<file path="config.mk">
export PLATFORM = sky130hd
export DESIGN_NAME = dslope_seq
export DESIGN_NICKNAME = d
export VERILOG_FILES = /design/src/rtl/dsc_pkg.sv /design/src/rtl/dsc_frame_timer.sv /design/src/rtl/dsc_phase_ctrl.sv /design/src/rtl/dsc_dischg_counter.sv /design/src/rtl/dslope_seq.sv
export SDC_FILE = /design/constraint.sdc
export NUM_CORES = 1
export LEC_CHECK = 0
export BUFFER_PORTS_ARGS = -buffer_cell sky130_fd_sc_hd__buf_2
export CAP_MARGIN = 20
export CORE_ASPECT_RATIO = 1.75
export CORE_MARGIN = 3
export CORE_UTILIZATION = 41
export CTS_CLUSTER_DIAMETER = 100
export DETAILED_ROUTE_END_ITERATION = 7
export GPL_TIMING_DRIVEN = 1
export PLACE_DENSITY = 0.68
export SYNTH_ARGS = -nofsm -noshare
export SYNTH_HDL_FRONTEND = slang
export SYNTH_SLANG_ARGS = --single-unit
</file>
<file path="constraint.sdc">
create_clock -name clk -period 4.2 [get_ports clk]
set_input_delay 0 -clock clk [delete_from_list [all_inputs] [get_ports clk]]
set_output_delay 0 -clock clk [all_outputs]
set_load 0.01 [all_outputs]
</file>
<file path="src/rtl/dsc_pkg.sv">
package dsc_pkg;

  typedef enum logic [2:0] {
    PH_PRECHG = 3'd0,
    PH_GAP    = 3'd1,
    PH_CHARGE = 3'd2,
    PH_DISCHG = 3'd3,
    PH_IDLE   = 3'd4
  } phase_e;

  // largest code representable in a result of the given width
  function automatic int code_max(input int width);
    return (1 << width) - 1;
  endfunction

  // clocks needed by a complete frame in the worst case
  function automatic int frame_need(input int init_c, input int int_c, input int width);
    return init_c + 1 + int_c + code_max(width) + 2;
  endfunction

endpackage

</file>
<file path="src/rtl/dsc_frame_timer.sv">
module dsc_frame_timer #(
  parameter int FRAME_CYCLES = 4000,
  parameter int INIT_CYCLES  = 8,
  parameter int INT_CYCLES   = 500
) (
  input  logic clk,
  input  logic rst_n,
  output logic ev_init_last,
  output logic ev_gap,
  output logic ev_charge_last,
  output logic ev_frame_last
);
  localparam int FCNT_W = $clog2(FRAME_CYCLES);
  localparam logic [FCNT_W-1:0] POS_LAST   = FCNT_W'(FRAME_CYCLES - 1);
  localparam logic [FCNT_W-1:0] POS_INIT_L = FCNT_W'(INIT_CYCLES - 1);
  localparam logic [FCNT_W-1:0] POS_GAP    = FCNT_W'(INIT_CYCLES);
  localparam logic [FCNT_W-1:0] POS_CHG_L  = FCNT_W'(INIT_CYCLES + INT_CYCLES);

  logic [FCNT_W-1:0] fpos;

  always_ff @(posedge clk) begin
    if (!rst_n)                fpos <= '0;
    else if (fpos == POS_LAST) fpos <= '0;
    else                       fpos <= fpos + 1'b1;
  end

  assign ev_init_last   = (fpos == POS_INIT_L);
  assign ev_gap         = (fpos == POS_GAP);
  assign ev_charge_last = (fpos == POS_CHG_L);
  assign ev_frame_last  = (fpos == POS_LAST);

  p_wrap_r10: assert property (@(posedge clk) disable iff (!rst_n)
    ev_frame_last |=> (fpos == '0));

endmodule

</file>
<file path="src/rtl/dsc_phase_ctrl.sv">
module dsc_phase_ctrl
  import dsc_pkg::*;
(
  input  logic clk,
  input  logic rst_n,
  input  logic ev_init_last,
  input  logic ev_gap,
  input  logic ev_charge_last,
  input  logic ev_frame_last,
  input  logic conv_end,
  output logic in_dischg,
  output logic precharge_en,
  output logic ptat_en,
  output logic ref_en
);
  phase_e phase, phase_nx;

  always_comb begin
    phase_nx = phase;
    unique case (phase)
      PH_PRECHG: if (ev_init_last)   phase_nx = PH_GAP;
      PH_GAP:    if (ev_gap)         phase_nx = PH_CHARGE;
      PH_CHARGE: if (ev_charge_last) phase_nx = PH_DISCHG;
      PH_DISCHG: if (conv_end)       phase_nx = PH_IDLE;
      PH_IDLE:   if (ev_frame_last)  phase_nx = PH_PRECHG;
      default:                       phase_nx = PH_PRECHG;
    endcase
  end

  always_ff @(posedge clk) begin
    if (!rst_n) phase <= PH_PRECHG;
    else        phase <= phase_nx;
  end

  assign precharge_en = (phase == PH_PRECHG);
  assign ptat_en      = (phase == PH_CHARGE);
  assign ref_en       = (phase == PH_DISCHG);
  assign in_dischg    = ref_en;

  p_gap_r3: assert property (@(posedge clk) disable iff (!rst_n)
    $rose(ptat_en) |-> ($past(!precharge_en) && $past(!ref_en)));

  p_dischg_follows_r5: assert property (@(posedge clk) disable iff (!rst_n)
    $fell(ptat_en) |-> ref_en);

  p_excl_r5: assert property (@(posedge clk) disable iff (!rst_n)
    !(ptat_en && ref_en));

  p_prechg_boundary_r10: assert property (@(posedge clk) disable iff (!rst_n)
    $rose(precharge_en) |-> $past(ev_frame_last));

endmodule

</file>
<file path="src/rtl/dsc_dischg_counter.sv">
module dsc_dischg_counter
  import dsc_pkg::*;
#(
  parameter int RES_W = 9
) (
  input  logic             clk,
  input  logic             rst_n,
  input  logic             in_dischg,
  input  logic             cmp_below,
  output logic             conv_end,
  output logic [RES_W-1:0] result,
  output logic             overflow,
  output logic             done
);
  localparam logic [RES_W-1:0] CMAX = RES_W'(code_max(RES_W));

  logic [RES_W-1:0] cnt;
  logic             at_top;

  assign at_top   = (cnt == CMAX);
  assign conv_end = in_dischg && (cmp_below || at_top);

  always_ff @(posedge clk) begin
    if (!rst_n || !in_dischg) cnt <= '0;
    else if (!conv_end)       cnt <= cnt + 1'b1;
  end

  always_ff @(posedge clk) begin
    if (!rst_n) begin
      result   <= '0;
      overflow <= 1'b0;
      done     <= 1'b0;
    end else begin
      done <= conv_end;
      if (conv_end) begin
        result   <= cmp_below ? cnt : CMAX;
        overflow <= !cmp_below;
      end
    end
  end

  p_done_pulse_r9: assert property (@(posedge clk) disable iff (!rst_n)
    done |=> !done);

  p_result_hold_r9: assert property (@(posedge clk) disable iff (!rst_n)
    !done |-> ($stable(result) && $stable(overflow)));

  p_sat_r7: assert property (@(posedge clk) disable iff (!rst_n)
    overflow |-> (result == CMAX));

  p_done_after_dischg_r6: assert property (@(posedge clk) disable iff (!rst_n)
    done |-> $past(in_dischg));

endmodule

</file>
<file path="src/rtl/dslope_seq.sv">
module dslope_seq
  import dsc_pkg::*;
#(
  parameter int FRAME_CYCLES = 4000,
  parameter int INIT_CYCLES  = 8,
  parameter int INT_CYCLES   = 500,
  parameter int RES_W        = 9
) (
  input  logic             clk,
  input  logic             rst_n,
  input  logic             cmp_below,
  output logic             precharge_en,
  output logic             ptat_en,
  output logic             ref_en,
  output logic [RES_W-1:0] result,
  output logic             overflow,
  output logic             done
);
  localparam int NEED = frame_need(INIT_CYCLES, INT_CYCLES, RES_W);

  logic ev_init_last, ev_gap, ev_charge_last, ev_frame_last;
  logic conv_end, in_dischg;

  initial begin
    if (NEED > FRAME_CYCLES) $error("frame too short for worst-case conversion");
  end

  dsc_frame_timer #(
    .FRAME_CYCLES(FRAME_CYCLES),
    .INIT_CYCLES (INIT_CYCLES),
    .INT_CYCLES  (INT_CYCLES)
  ) u_timer (
    .clk           (clk),
    .rst_n         (rst_n),
    .ev_init_last  (ev_init_last),
    .ev_gap        (ev_gap),
    .ev_charge_last(ev_charge_last),
    .ev_frame_last (ev_frame_last)
  );

  dsc_phase_ctrl u_ctrl (
    .clk           (clk),
    .rst_n         (rst_n),
    .ev_init_last  (ev_init_last),
    .ev_gap        (ev_gap),
    .ev_charge_last(ev_charge_last),
    .ev_frame_last (ev_frame_last),
    .conv_end      (conv_end),
    .in_dischg     (in_dischg),
    .precharge_en  (precharge_en),
    .ptat_en       (ptat_en),
    .ref_en        (ref_en)
  );

  dsc_dischg_counter #(.RES_W(RES_W)) u_cnt (
    .clk      (clk),
    .rst_n    (rst_n),
    .in_dischg(in_dischg),
    .cmp_below(cmp_below),
    .conv_end (conv_end),
    .result   (result),
    .overflow (overflow),
    .done     (done)
  );

  p_done_ends_dischg_r6: assert property (@(posedge clk) disable iff (!rst_n)
    $fell(ref_en) |-> done);

endmodule

</file>
**Yosys cells after proc, flatten, opt, wreduce, memory -nomap -nowiden**

Index checks and enable logic that the tools add are counted.

- Word-level logic and storage cells: 39
- Register bits: 35
- Input bits: 3
- Output and inout bits: 14

- Reductions and logical operators: 9
- $add $sub $neg: 2
- Eq/ne operators: 14
- Bitwise gates (word level): 1
- Muxes and demuxes: 7

Operator list:

| cell | count |
|---|---|
| 3-bit 2-to-1 mux | 5 |
| 3-bit one-hot mux with 5 select lines | 1 |
| 12-bit by 1-bit adder with 12-bit output, second input constant | 1 |
| 12-bit == test, second input constant | 1 |
| 12-bit by 3-bit == test with 1-bit output, second input constant | 1 |
| 12-bit by 4-bit == test with 1-bit output, second input constant | 1 |
| 12-bit by 9-bit == test with 1-bit output, second input constant | 1 |
| 9-bit by 1-bit adder with 9-bit output, second input constant | 1 |
| 9-bit == test, second input constant | 1 |
| 9-bit 2-to-1 mux | 1 |
| 3-bit by 2-bit == test with 1-bit output, second input constant | 2 |
| 2-bit != test, second input constant | 3 |
| 5-bit AND reduction | 1 |
| 2-bit by 1-bit != test with 1-bit output, second input constant | 2 |
| 3-bit by 1-bit == test with 1-bit output, second input constant | 1 |
| 3-bit == test, second input constant | 1 |
| 1-bit zero test | 3 |
| 3-bit zero test | 1 |
| 1-bit logical OR | 2 |
| 2-bit OR reduction | 1 |
| 1-bit logical AND | 1 |
| 1-bit NOT | 1 |

**Longest topological paths before layout**

- Word-level depth: 5
- Mapped depth: 10
- Mapped depth without buffers: 9

**By module**

A second synthesis with hierarchy kept.

- Cells, all modules: 170
- Area, all modules: 1629.1 sq um

By module, submodules not included:

| module | area each (sq um) | instances | cells each |
|---|---|---|---|
| dsc_dischg_counter | 800.8 | 1 | 78 |
| dsc_frame_timer | 623.1 | 1 | 71 |
| dsc_phase_ctrl | 205.2 | 1 | 21 |

**Worst setup path after synthesis**

Ideal clock, no wire load.

- Path kind: reg2reg
- Start point: reg u_cnt.cnt[0]
- End point: reg u_cnt.cnt[5]
- Data arrival time: 1759 ps
- Buffers on the path: 0
- Cell stages (with the launch flop): 9
- Setup slack: 2370 ps
- Library setup time: 71 ps
- Cells stage by stage: dfxtp_1 ha_1 nand3_1 nor2_1 ha_1 o21ai_2 nand4_1 or3_1 a21oi_1

- Word-level cells in the longest chain between the ends: 3
- Elaborated cells on any way between the ends: 4

RTL lines:

| item | line | RTL |
|---|---|---|
| start, declared | dsc_dischg_counter.sv:17 | `logic [RES_W-1:0] cnt;` |
| start signal, assigned | dsc_dischg_counter.sv:25 | `else if (!conv_end) cnt <= cnt + 1'b1;` |
| parallel branches: the longest is 3 deep, another holds 9-bit by 1-bit adder with 9-bit output | -- |  |

Several ways; the timed one is not identified.
A chain may end at the register's enable or synchronous reset.

**Worst setup path after layout**

- Start point: reg u_cnt.cnt[0]
- End point: reg u_cnt.cnt[7]

Same word-level chain as after synthesis.

==> impl_metrics.toml <==
[grt]
antenna_found_initial = 0
grt_max_degree = 22
grt_overflow = 0
grt_pass1_wl_mm = 5.76
grt_pass1_vias = 1346
grtUsageTotal_pct = 16.6

[clocking]
postCtsHoldBufs = 0
htree_levels = 2
cts_sinks = 35
cts.repair.resized = 0
clockRootBuffer = "clkbuf_8"
clk_latency_ns = 0.28
clockBufferDepth = 2
cts_buffers = 5
cts_setup_buffers = 0
cts_tree = "built"
path_clk_slew_ns = 0.07

[drt]
via_per_inst = 5.49
drc = 0
drt_iter0_drc = 20
drt_wl_total_mm = 3.29
via_count = 1280
drt-pass1-iter-count = 4
postRouteAntennaNets = 0
wire_per_inst_um = 14.1

[power_and_ir_drop]
ir_worst_vdd_v = 0.000223
p_per_area_nw_per_um2 = 360
p_leak_nw = 0.796

[timing]
relSlewSlack_pct = 65.3
rsz0062_at_grt = "false"
maxSlewViolCount = 0
fin_hold_ws_ns = 0.121
period_minus_slack_ns = 2.14
fin_tns_setup_ns = 0
tightest_slew_ns = 0.520
maxClockFrequency_mhz = 468
hold_viol_final = 0
setup_viol = 0
period_share_pct = 50.9
finalClockSkew_ns = 0.00195

[setup_path]
cp_common_cell = "ha_1"
cp_slowest_cell = "or3_1"
cp_max_fo = 7
end_kind = "flip-flop"
crit_path_max_incr_delay_ns = 0.40
worstPathCellList = "ha_1 > nand3_1 > nor2_1 > ha_1 > o21ai_2 > nand4_1 > or3_1 > a21oi_1"
cp-start-kind = "flip-flop"
worstPathArrival_ns = 2.35
critical_path_class = "flip-flop to flip-flop"
cp.required_ns = 4.41

[finish]
n_fill_cell = 389
design_area_um2 = 1780
final_cells = 233
antenna_cells = 0
final_common_cell = "dfxtp_1"
nets = 193
synthToLayoutAreaGrowth_pct = 11.4
drive_gt1_share_pct = 14.4
final_cell_mix = "dfxtp_1 (35), nor2_1 (18), nand2_1 (18)"

[yosys]
ys_seq_elements = 35
synth-compound-area-share_pct = 11.0
avgSynthCellArea_um2 = 9.28
yosysUniqueCellTypes = 36
synth-simple-area-share_pct = 28.3
synthArstFlopShare_pct = 0
synth_nets = 179
synth_top_family_by_area = "simple AND/OR/NAND/NOR gates"
synth_xor_area_share_pct = 8.78
syn_inst = 172
synth_mux_area_share_pct = 1.88
synth_edf_count = 0
ys_seq_area_share_pct = 43.9
synthFlopType = "dfxtp_1"
synth_area_um2 = 1600
synth_warnings = 0
synth_fa_ha_area_share_pct = 3.13

[floorplanning]
die_height_um = 88.6
design.core.area_um2 = 3700
die_area_um2 = 4710
start_util_pct = 43.1
ios = 17
die_w_um = 53.2
rows = 29

[placement]
placed_area_um2 = 1690
place_congestion = 0.855
io_buffers = 16
dp_hpwl_mm = 2.39
dp.cells = 225

[outcome]
outcome = "completed"

[worst_hold_path]
min_path_type = "input pin to flip-flop"

[flow_run]
maxCapViolations = 0
-- kinds of logic after synthesis --
group,Yosys count
buffers and inverters,11
AND/OR/NAND/NOR,81
flip-flops,35
adder cells (fa/ha/maj),4
XOR/XNOR,16
multiplexers,3
AO/OA/AOI/OAI,22
-- state kept, by name, indices dropped and copies added (netlist names) --
signal,cells
u_cnt.cnt,9
u_cnt.done,1
u_cnt.overflow,1
u_cnt.result,9
u_ctrl.phase,3
u_timer.fpos,12
-- path summary, 6_finish.rpt --
kind	startpoint	slack [ns]	end	depth (start not counted)
max reg2reg	u_cnt.cnt[0]$_SDFFE_PP0N_	2.06	u_cnt.cnt[7]$_SDFFE_PP0N_	8
max	u_cnt.cnt[0]$_SDFFE_PP0N_	2.06	u_cnt.cnt[7]$_SDFFE_PP0N_	8
min reg2reg	u_timer.fpos[0]$_SDFF_PP0_	0.47	u_timer.fpos[0]$_SDFF_PP0_	1
min	rst_n	0.12	u_cnt.result[4]$_SDFFE_PN0P_	2
-- synth_stat cells (2+ instances only) --
cell / number / area, um^2
nand3_1: 6 / 30.0
nand4_1: 5 / 31.3
nand2_1: 18 / 67.6
nor2_1: 18 / 67.6
and3_1: 3 / 18.8
nor3_1: 2 / 10.0
o211a_1: 10 / 100
and4_1: 2 / 17.5
o21ai_1: 2 / 10.0
dfxtp_1: 35 / 701
ha_1: 4 / 50.1
xor2_1: 9 / 78.8
nand3b_1: 11 / 82.6
o31ai_1: 2 / 15.0
mux2i_1: 3 / 30.0
inv_1: 2 / 7.51
or3_1: 2 / 12.5
and2_1: 4 / 25.0
xnor2_1: 7 / 61.3
clkbuf_1: 8 / 30.0
a21oi_1: 4 / 20.0
-- stage by stage --
stage               worst slack, ns  utilization (%)  total power, mW
floorplan                      2.37                -            0.406
global placement               2.15             45.7            0.408
detailed placement             2.09             45.7            0.410
CTS                            2.09             48.0            0.649
global route                   1.94             48.0            0.673
finish                         2.06             48.0            0.640
-- critical path, delay by kind of cell (launching register included) --
kind            cells  cell delay, ns
compound gates      2            0.44
simple gates        4            0.82
fa+ha+maj           2            0.46
flops               1            0.34
-- layout make-up --
| cell class | count | area (um^2) | area share (%) |
|---|---|---|---|
| Timing Repair Buffer | 16 | 80.1 | 4.50 |
| Multi-Input combinational cell | 126 | 847 | 47.6 |
| Sequential cell | 35 | 701 | 39.4 |
| Clock buffer | 6 | 72.6 | 4.08 |
| Inverter | 2 | 7.51 | 0.422 |
| Clock inverter | 2 | 12.5 | 0.704 |
| Tap cell | 46 | 57.6 | 3.24 |
-- power breakdown --
part,switching (mW),internal (mW),leakage [nW],total (mW)
registers,0.0101,0.338,0.282,0.348
logic,0.0285,0.0249,0.472,0.0534
clock network,0.122,0.116,0.0412,0.238
total,0.161,0.479,0.796,0.640
-- routing by layer --
metal	global-route usage, %	share of wire (%)	up-vias
li1	-	-	631
met1	16.1	40	629
met2	31.8	56	15
met3	4.05	2.5	5
met4	7.21	1.8	0
met5	0	0	-
No activity file was read; power rests on OpenSTA's default activity.
